## src/rtl/smb_seq_pkg.sv

```systemverilog
package smb_seq_pkg;

  typedef enum logic [3:0] {
    PR_QUICK   = 4'd0,
    PR_SEND    = 4'd1,
    PR_RECV    = 4'd2,
    PR_WR_BYTE = 4'd3,
    PR_RD_BYTE = 4'd4,
    PR_WR_WORD = 4'd5,
    PR_RD_WORD = 4'd6,
    PR_BLK_WR  = 4'd7,
    PR_BLK_RD  = 4'd8
  } proto_e;

  typedef enum logic [2:0] {
    OP_NONE  = 3'd0,
    OP_START = 3'd1,
    OP_SEND  = 3'd2,
    OP_RECV  = 3'd3,
    OP_NACK  = 3'd4,
    OP_STOP  = 3'd5
  } op_e;

  typedef enum logic [3:0] {
    PH_START, PH_CMD, PH_WLO, PH_WHI, PH_BLEN_W, PH_BDATA_W,
    PH_RSTART, PH_RLO, PH_RHI, PH_BLEN_R, PH_BDATA_R, PH_NACK, PH_STOP
  } phase_e;

  typedef enum logic [1:0] {S_IDLE, S_FETCH, S_LOAD, S_ISSUE} state_e;

  function automatic logic proto_legal(input logic [3:0] p);
    return p <= 4'd8;
  endfunction

endpackage

```

## src/rtl/smb_seq_buf.sv

```systemverilog
module smb_seq_buf #(
  parameter int DEPTH = 32,
  parameter int DW    = 8,
  localparam int AW   = $clog2(DEPTH)
) (
  input  logic          clk,
  input  logic          we,
  input  logic [AW-1:0] waddr,
  input  logic [DW-1:0] wdata,
  input  logic [AW-1:0] raddr,
  output logic [DW-1:0] rdata
);
  logic [DW-1:0] mem [DEPTH];

  always_ff @(posedge clk) begin
    if (we) mem[waddr] <= wdata;
    rdata <= mem[raddr];
  end
endmodule

```

## src/rtl/smb_seq_step.sv

```systemverilog
module smb_seq_step
  import smb_seq_pkg::*;
#(
  parameter int LEN_W = 6
) (
  input  proto_e           proto,
  input  phase_e           phase,
  input  logic [LEN_W-1:0] idx,
  input  logic [LEN_W-1:0] len,
  output phase_e           nxt
);
  logic last_byte;
  assign last_byte = (idx + LEN_W'(1)) == len;

  always_comb begin
    nxt = PH_STOP;
    case (phase)
      PH_START: begin
        case (proto)
          PR_QUICK: nxt = PH_STOP;
          PR_RECV:  nxt = PH_RLO;
          PR_SEND:  nxt = PH_WLO;
          default:  nxt = PH_CMD;
        endcase
      end
      PH_CMD: begin
        case (proto)
          PR_WR_BYTE, PR_WR_WORD: nxt = PH_WLO;
          PR_BLK_WR:              nxt = PH_BLEN_W;
          default:                nxt = PH_RSTART;
        endcase
      end
      PH_WLO:     nxt = (proto == PR_WR_WORD) ? PH_WHI : PH_STOP;
      PH_WHI:     nxt = PH_STOP;
      PH_BLEN_W:  nxt = (len == '0) ? PH_STOP : PH_BDATA_W;
      PH_BDATA_W: nxt = last_byte ? PH_STOP : PH_BDATA_W;
      PH_RSTART:  nxt = (proto == PR_BLK_RD) ? PH_BLEN_R : PH_RLO;
      PH_RLO:     nxt = (proto == PR_RD_WORD) ? PH_RHI : PH_NACK;
      PH_RHI:     nxt = PH_NACK;
      PH_BLEN_R:  nxt = (len == '0) ? PH_NACK : PH_BDATA_R;
      PH_BDATA_R: nxt = last_byte ? PH_NACK : PH_BDATA_R;
      PH_NACK:    nxt = PH_STOP;
      default:    nxt = PH_STOP;
    endcase
  end
endmodule

```

## src/rtl/smb_seq_opgen.sv

```systemverilog
module smb_seq_opgen
  import smb_seq_pkg::*;
#(
  parameter int LEN_W = 6
) (
  input  phase_e           phase,
  input  proto_e           proto,
  input  logic [6:0]       addr,
  input  logic             rnw,
  input  logic [7:0]       cmd,
  input  logic [15:0]      wdata,
  input  logic [LEN_W-1:0] len,
  input  logic [7:0]       bufq,
  output op_e              op,
  output logic [7:0]       data
);
  logic first_dir;
  assign first_dir = (proto == PR_QUICK) ? rnw : (proto == PR_RECV);

  always_comb begin
    op   = OP_STOP;
    data = 8'h00;
    case (phase)
      PH_START:   begin op = OP_START; data = {addr, first_dir}; end
      PH_RSTART:  begin op = OP_START; data = {addr, 1'b1};      end
      PH_CMD:     begin op = OP_SEND;  data = cmd;               end
      PH_WLO:     begin op = OP_SEND;  data = wdata[7:0];        end
      PH_WHI:     begin op = OP_SEND;  data = wdata[15:8];       end
      PH_BLEN_W:  begin op = OP_SEND;  data = 8'(len);           end
      PH_BDATA_W: begin op = OP_SEND;  data = bufq;              end
      PH_RLO, PH_RHI, PH_BLEN_R, PH_BDATA_R: op = OP_RECV;
      PH_NACK:    op = OP_NACK;
      default:    op = OP_STOP;
    endcase
  end
endmodule

```

## src/rtl/smb_cmd_seq.sv

```systemverilog
module smb_cmd_seq
  import smb_seq_pkg::*;
#(
  parameter int BUF_DEPTH = 32,
  localparam int AW    = $clog2(BUF_DEPTH),
  localparam int LEN_W = $clog2(BUF_DEPTH + 1)
) (
  input  logic             clk,
  input  logic             rst,
  input  logic             req_valid,
  input  logic [3:0]       req_proto,
  input  logic [6:0]       req_addr,
  input  logic             req_rnw,
  input  logic [7:0]       req_cmd,
  input  logic [15:0]      req_wdata,
  input  logic [7:0]       req_wlen,
  output logic             busy,
  output logic             done,
  output logic [15:0]      rd_data,
  output logic [LEN_W-1:0] blk_len,
  input  logic             buf_we,
  input  logic [AW-1:0]    buf_addr,
  input  logic [7:0]       buf_wdata,
  output logic [7:0]       buf_rdata,
  output logic             eng_valid,
  output logic [2:0]       eng_op,
  output logic [7:0]       eng_data,
  input  logic             eng_ready,
  input  logic [7:0]       eng_rdata
);
  state_e           state_q;
  phase_e           phase_q, phase_n;
  proto_e           proto_q;
  logic [6:0]       addr_q;
  logic             rnw_q;
  logic [7:0]       cmd_q;
  logic [15:0]      wdata_q;
  logic [LEN_W-1:0] len_q, idx_q, step_len, rx_len, wlen_lim;
  logic [7:0]       rd_lo_q, rd_hi_q, ram_q;
  op_e              op_n;
  logic [7:0]       data_n;
  logic             accept, fire, ram_we;
  logic [AW-1:0]    ram_waddr, ram_raddr;

  assign accept   = (state_q == S_IDLE) && req_valid && proto_legal(req_proto);
  assign fire     = (state_q == S_ISSUE) && eng_ready;
  assign wlen_lim = (req_wlen > 8'(BUF_DEPTH)) ? LEN_W'(BUF_DEPTH) : req_wlen[LEN_W-1:0];
  assign rx_len   = (eng_rdata > 8'(BUF_DEPTH)) ? '0 : eng_rdata[LEN_W-1:0];
  assign step_len = (phase_q == PH_BLEN_R) ? rx_len : len_q;

  // buffer port: host owns it while idle, sequencer while busy
  assign ram_we    = busy ? (fire && phase_q == PH_BDATA_R) : buf_we;
  assign ram_waddr = busy ? idx_q[AW-1:0] : buf_addr;
  assign ram_raddr = busy ? idx_q[AW-1:0] : buf_addr;
  assign buf_rdata = ram_q;

  smb_seq_buf #(.DEPTH(BUF_DEPTH), .DW(8)) u_buf (
    .clk   (clk),
    .we    (ram_we),
    .waddr (ram_waddr),
    .wdata (busy ? eng_rdata : buf_wdata),
    .raddr (ram_raddr),
    .rdata (ram_q)
  );

  smb_seq_step #(.LEN_W(LEN_W)) u_step (
    .proto (proto_q),
    .phase (phase_q),
    .idx   (idx_q),
    .len   (step_len),
    .nxt   (phase_n)
  );

  smb_seq_opgen #(.LEN_W(LEN_W)) u_opgen (
    .phase (phase_q),
    .proto (proto_q),
    .addr  (addr_q),
    .rnw   (rnw_q),
    .cmd   (cmd_q),
    .wdata (wdata_q),
    .len   (len_q),
    .bufq  (ram_q),
    .op    (op_n),
    .data  (data_n)
  );

  always_ff @(posedge clk) begin
    if (rst) begin
      state_q   <= S_IDLE;
      phase_q   <= PH_START;
      proto_q   <= PR_QUICK;
      addr_q    <= '0;
      rnw_q     <= 1'b0;
      cmd_q     <= '0;
      wdata_q   <= '0;
      len_q     <= '0;
      idx_q     <= '0;
      rd_lo_q   <= '0;
      rd_hi_q   <= '0;
      busy      <= 1'b0;
      done      <= 1'b0;
      rd_data   <= '0;
      blk_len   <= '0;
      eng_valid <= 1'b0;
      eng_op    <= '0;
      eng_data  <= '0;
    end else begin
      done <= 1'b0;
      case (state_q)
        S_IDLE: if (accept) begin
          state_q <= S_FETCH;
          phase_q <= PH_START;
          proto_q <= proto_e'(req_proto);
          addr_q  <= req_addr;
          rnw_q   <= req_rnw;
          cmd_q   <= req_cmd;
          wdata_q <= req_wdata;
          len_q   <= (proto_e'(req_proto) == PR_BLK_WR) ? wlen_lim : '0;
          idx_q   <= '0;
          rd_lo_q <= '0;
          rd_hi_q <= '0;
          busy    <= 1'b1;
        end
        S_FETCH: state_q <= S_LOAD;
        S_LOAD: begin
          state_q   <= S_ISSUE;
          eng_valid <= 1'b1;
          eng_op    <= op_n;
          eng_data  <= data_n;
        end
        default: if (fire) begin
          eng_valid <= 1'b0;
          case (phase_q)
            PH_RLO:                 rd_lo_q <= eng_rdata;
            PH_RHI:                 rd_hi_q <= eng_rdata;
            PH_BLEN_R:              len_q   <= rx_len;
            PH_BDATA_R, PH_BDATA_W: idx_q   <= idx_q + LEN_W'(1);
            default: ;
          endcase
          if (phase_q == PH_STOP) begin
            state_q <= S_IDLE;
            busy    <= 1'b0;
            done    <= 1'b1;
            rd_data <= {rd_hi_q, rd_lo_q};
            blk_len <= len_q;
          end else begin
            state_q <= S_FETCH;
            phase_q <= phase_n;
          end
        end
      endcase
    end
  end
endmodule

```

## config.mk

```make
export PLATFORM = sky130hd
export DESIGN_NAME = smb_cmd_seq
export DESIGN_NICKNAME = d
export VERILOG_FILES = /design/src/rtl/smb_seq_pkg.sv /design/src/rtl/smb_seq_buf.sv /design/src/rtl/smb_seq_step.sv /design/src/rtl/smb_seq_opgen.sv /design/src/rtl/smb_cmd_seq.sv
export SDC_FILE = /design/constraint.sdc
export NUM_CORES = 1
export LEC_CHECK = 0
export ABC_CLOCK_PERIOD_IN_PS = 6700
export BUFFER_PORTS_ARGS = -buffer_cell sky130_fd_sc_hd__buf_4
export CORE_ASPECT_RATIO = 0.9
export CORE_MARGIN = 4
export CORE_UTILIZATION = 49
export DETAILED_ROUTE_END_ITERATION = 12
export GPL_ROUTABILITY_DRIVEN = 1
export PLACE_DENSITY = 0.67
export SYNTH_ARGS = -nofsm -noshare
export SYNTH_HDL_FRONTEND = slang
export SYNTH_HIERARCHICAL = 1
export SYNTH_SLANG_ARGS = --single-unit
```

## constraint.sdc

```tcl
create_clock -name clk -period 6.7 [get_ports clk]
set_input_delay 1.34 -clock clk [delete_from_list [all_inputs] [get_ports clk]]
set_output_delay 1.34 -clock clk [all_outputs]
set_load 0.005 [all_outputs]
```

==> results.txt <==
- Routed vias/inst: roughly 6.0
- Hold repair after CTS inserted 0 buffers.
* Residual antenna-violating net count after detailed routing: 0
- # diodes: 0
* Congestion Overflow GR: 0
- By area the synthesized netlist is led by sky130_fd_sc_hd__edfxtp_1 49%, sky130_fd_sc_hd__dfxtp_1 15%, sky130_fd_sc_hd__mux4_2 12%.
- CTS placed an instance of sky130_fd_sc_hd__clkbuf_16 at the clock tree root.
* Chip width: 196.4 um
- After synthesis, the share of flip-flops with an asynchronous set or reset is 0%.
* Clock transition at the registers of the reported paths: 0.06 ns
* Effective utilization at floorplan: 50.12%
- Commonest cells post-synth: 256 x sky130_fd_sc_hd__edfxtp_1, 132 x sky130_fd_sc_hd__nand2_1, 114 x sky130_fd_sc_hd__dfxtp_1
- The first detailed-routing pass ran for 5 iterations.
- Unrepaired setup endpoints after global routing: false
- Post-synthesis net count: 1,165
- The slowest stage of the critical path is the sky130_fd_sc_hd__mux2_4 cell.
- The initial antenna violation count came to 0.
- Leakage power total: 5.980 nW
- At the pin with the least slew margin, the transition time is 1.067 ns.
* Maximum clock skew at final layout: 0.02012 ns
- Sequential elements use a little under two thirds of the synthesized area.
- Relative slew slack: 28.58%
* Clock latency on the worst-skew pair: 0.53 ns
- Entering global routing, the biggest net connects 84 pins.
* Maximum number of buffers from clock root to sink: 3
- Summed over all nets, the half-perimeter wirelength after detailed placement is 24.40 mm.
* Std-Cell Core Area: 31,220 sq um
* Area growth from synthesis to layout: 14.88%
- The final layout contains routed wiring with a total length of 37.57 mm.
- The count of cells in the finished layout, fillers not included, comes to around 1.6k.
- Post-CTS sizing: 0
* DRC errors left: 0
- From bottom edge to top edge, the die measures between 150 and 200 um.
- The clock drives 370 sinks.
* EDFF count, synth: approximately 260
* Total power per unit cell area: 326.3 nW/um^2
- The worst setup path is launched from a primary input.
* # port buffers: 113
- Weighted congestion reported at the end of routability-driven placement: 0.8195
* Overall power of the completed layout: 0.005865 W
* Type of element capturing the critical path: flip-flop
- Number of violations of the max-capacitance limit: 0
* Total negative slack for setup checks: 0 ns
- Net count reported at finish: 1,258
- Count of placed standard cells including taps: 1,550
- Total standard cell area after synthesis: 15,650 sq um
* CP top delay family: multiplexers
* Area fraction of the dominant cell type after synthesis: 49.14%
* Data required time of the worst path: 7.11 ns
- Final Slew Violations: 0
- The worst hold path belongs to the class reg2reg.
- After synthesis, the mean cell area works out to between 10 and 15 sq um.
- IO Count: 114
- Most area-hungry cell type in the Yosys netlist: sky130_fd_sc_hd__edfxtp_1
* Peak fanout along the critical path: 47
- Inserted Clock Buffers: 38
- GRT Resource Usage Total: 21.61%
* Slowest stage delay, CP: around 0.74 ns
- Count leader, synth: sky130_fd_sc_hd__edfxtp_1
- Cells with a size suffix above 1 make up approximately a quarter of the layout.
- The number of different library cells used by synthesis comes to 76.
- During synthesis, Yosys emitted a total of 6 warnings.
- After floorplanning, the core was divided into 61 placement rows.
- For this run, the leading register cell type out of synthesis is sky130_fd_sc_hd__edfxtp_1.
- Total via count after detailed routing: a little under 10k
- In the final routed layout, each cell accounts on average for 23.19 um.
- The final count of hold timing violations was 0.
* Buffers and inverters on the worst path: 2
- Timing would allow up to 272.8 MHz.
- After clock tree synthesis, the setup repair step added 0 buffers.
- Final count of negative-setup-slack endpoints: 0
* Final clock period utilization by the worst path: 54.72%
- Flip-flop and latch count after synthesis: 370
- Cells after Synth: 1,088
- Run status: finished clean
- The H-tree was split into 2 levels.
* Start-to-end type of the worst setup path: in2reg
- First-pass GRT wire length: between 50 and 60 mm
- Worst supply voltage drop on vdd: approximately 0.24 mV
- Worst setup slack before clock tree synthesis: 2.443 ns
- Area of the die: 34,860 sq um
- After layout, the minimum clock period comes to 3.666 ns.
- Vias in the first global route: around 9.4k
- Arrival time reported for the critical path endpoint: 4.08 ns
- TritonCTS built the clock tree.
- Worst path cell trace: buf_4 -> mux2_4 -> buf_4 -> mux4_2 -> mux4_2 -> mux2_2
* DRC violation total after the first TritonRoute iteration: 867
- In the post-route analysis, the smallest setup slack over all paths is 3.034 ns.
[worst min-delay path, stage by stage, from the launching register on]
cell and delay (ns):
sky130_fd_sc_hd__dfxtp_1 0.30, sky130_fd_sc_hd__nand2_1 0.05, sky130_fd_sc_hd__a21oi_1 0.05
[worst paths after layout]
check | startpoint | end | slack, ns | depth (start not counted)
worst max-delay path | buf_addr[0] | u_buf/rdata[3]$_DFF_P_ | 3.03 | 6
worst min-delay path | cmd_q[1]$_SDFFE_PP0P_ | cmd_q[1]$_SDFFE_PP0P_ | 0.45 | 2
worst max register to register | phase_q[1]$_SDFFE_PP0P_ | u_buf/mem[20][3]$_DFFE_PP_ | 3.17 | 6
worst min register to register | cmd_q[1]$_SDFFE_PP0P_ | cmd_q[1]$_SDFFE_PP0P_ | 0.45 | 2
[per-layer routing]
metal  share of wire [%]  track usage [%]  wire [um]
met5                   0                0          0
met4                 2.6            6.777        987
met3                 7.5            3.948       2799
met2                  47            33.99      17580
met1                  43            30.96      16200
[area by class of cell]
| class | instances | area (sq um) |
|---|---|---|
| flip-flops and latches | 370 | 9970 |
| well taps | 409 | 511.7 |
| fillers | 2465 | 13240 |
| repair buffers | 124 | 930.9 |
| clock buffers | 59 | 1156 |
| inverters | 13 | 48.80 |
| multi-input cells | 634 | 5249 |
| clock inverters | 11 | 106.4 |
[cell usage in the layout, fill, tap and decap left out, types with 6 or more instances in the layout]
| cell | instances |
|---|---|
| sky130_fd_sc_hd__edfxtp_1 | 256 |
| sky130_fd_sc_hd__nand2_1 | 132 |
| sky130_fd_sc_hd__buf_4 | 124 |
| sky130_fd_sc_hd__dfxtp_1 | 114 |
| sky130_fd_sc_hd__mux4_2 | 80 |
| sky130_fd_sc_hd__a21oi_1 | 72 |
| sky130_fd_sc_hd__nor2_1 | 66 |
| sky130_fd_sc_hd__clkbuf_16 | 42 |
| sky130_fd_sc_hd__nand3_1 | 28 |
| sky130_fd_sc_hd__mux2_2 | 27 |
| sky130_fd_sc_hd__o21ai_0 | 17 |
| sky130_fd_sc_hd__a22o_1 | 16 |
| sky130_fd_sc_hd__mux2i_1 | 14 |
| sky130_fd_sc_hd__inv_1 | 12 |
| sky130_fd_sc_hd__clkbuf_1 | 12 |
| sky130_fd_sc_hd__o2111ai_1 | 10 |
| sky130_fd_sc_hd__nor3_1 | 9 |
| sky130_fd_sc_hd__and3b_1 | 9 |
| sky130_fd_sc_hd__a31oi_1 | 8 |
| sky130_fd_sc_hd__ha_1 | 7 |
| sky130_fd_sc_hd__nand3b_1 | 7 |
| sky130_fd_sc_hd__nor4b_1 | 6 |
| sky130_fd_sc_hd__a22oi_1 | 6 |
| sky130_fd_sc_hd__o21ai_1 | 6 |
[metrics by stage]
step                util (%)  instance area [sq um]  hold WS, ns
finish                 57.57                  17970       0.4539
global route           57.57                  17970       0.4736
detailed placement     53.53                  16710       0.4473
global placement       53.53                  16710       0.4435
floorplan                  -                  15650       0.4315
CTS                    57.57                  17970       0.4555
[report_power, final]
part	switching, W	leakage [nW]	internal, W
registers	0.000100	3.23	0.00261
clock network	0.000855	0.620	0.00127
logic	0.000606	2.13	0.000422
[cells by family (layout without fill, tap and decap cells)]
group | after synthesis | in the layout | share of synthesized area [%]
muxes | 125 | 125 | 14.69
buffers and inverters | 84 | 207 | 2.767
and+or+nand+nor | 315 | 315 | 10.13
AOI/OAI and AO/OA | 176 | 176 | 7.462
adders and majority gates | 7 | 7 | 0.5598
DFF | 370 | 370 | 63.72
xor gates and xnor gates | 11 | 11 | 0.6638
[state kept, by name, summed over array words and instances (netlist names), 3 cells and up]
signal / cells
addr_q: 7
blk_len: 6
cmd_q: 8
eng_data: 8
eng_op: 3
idx_q: 6
len_q: 6
phase_q: 4
proto_q: 4
rd_data: 16
rd_hi_q: 8
rd_lo_q: 8
u_buf/mem: 256
u_buf/rdata: 8
wdata_q: 16
Power figures use the tool's default switching activity.
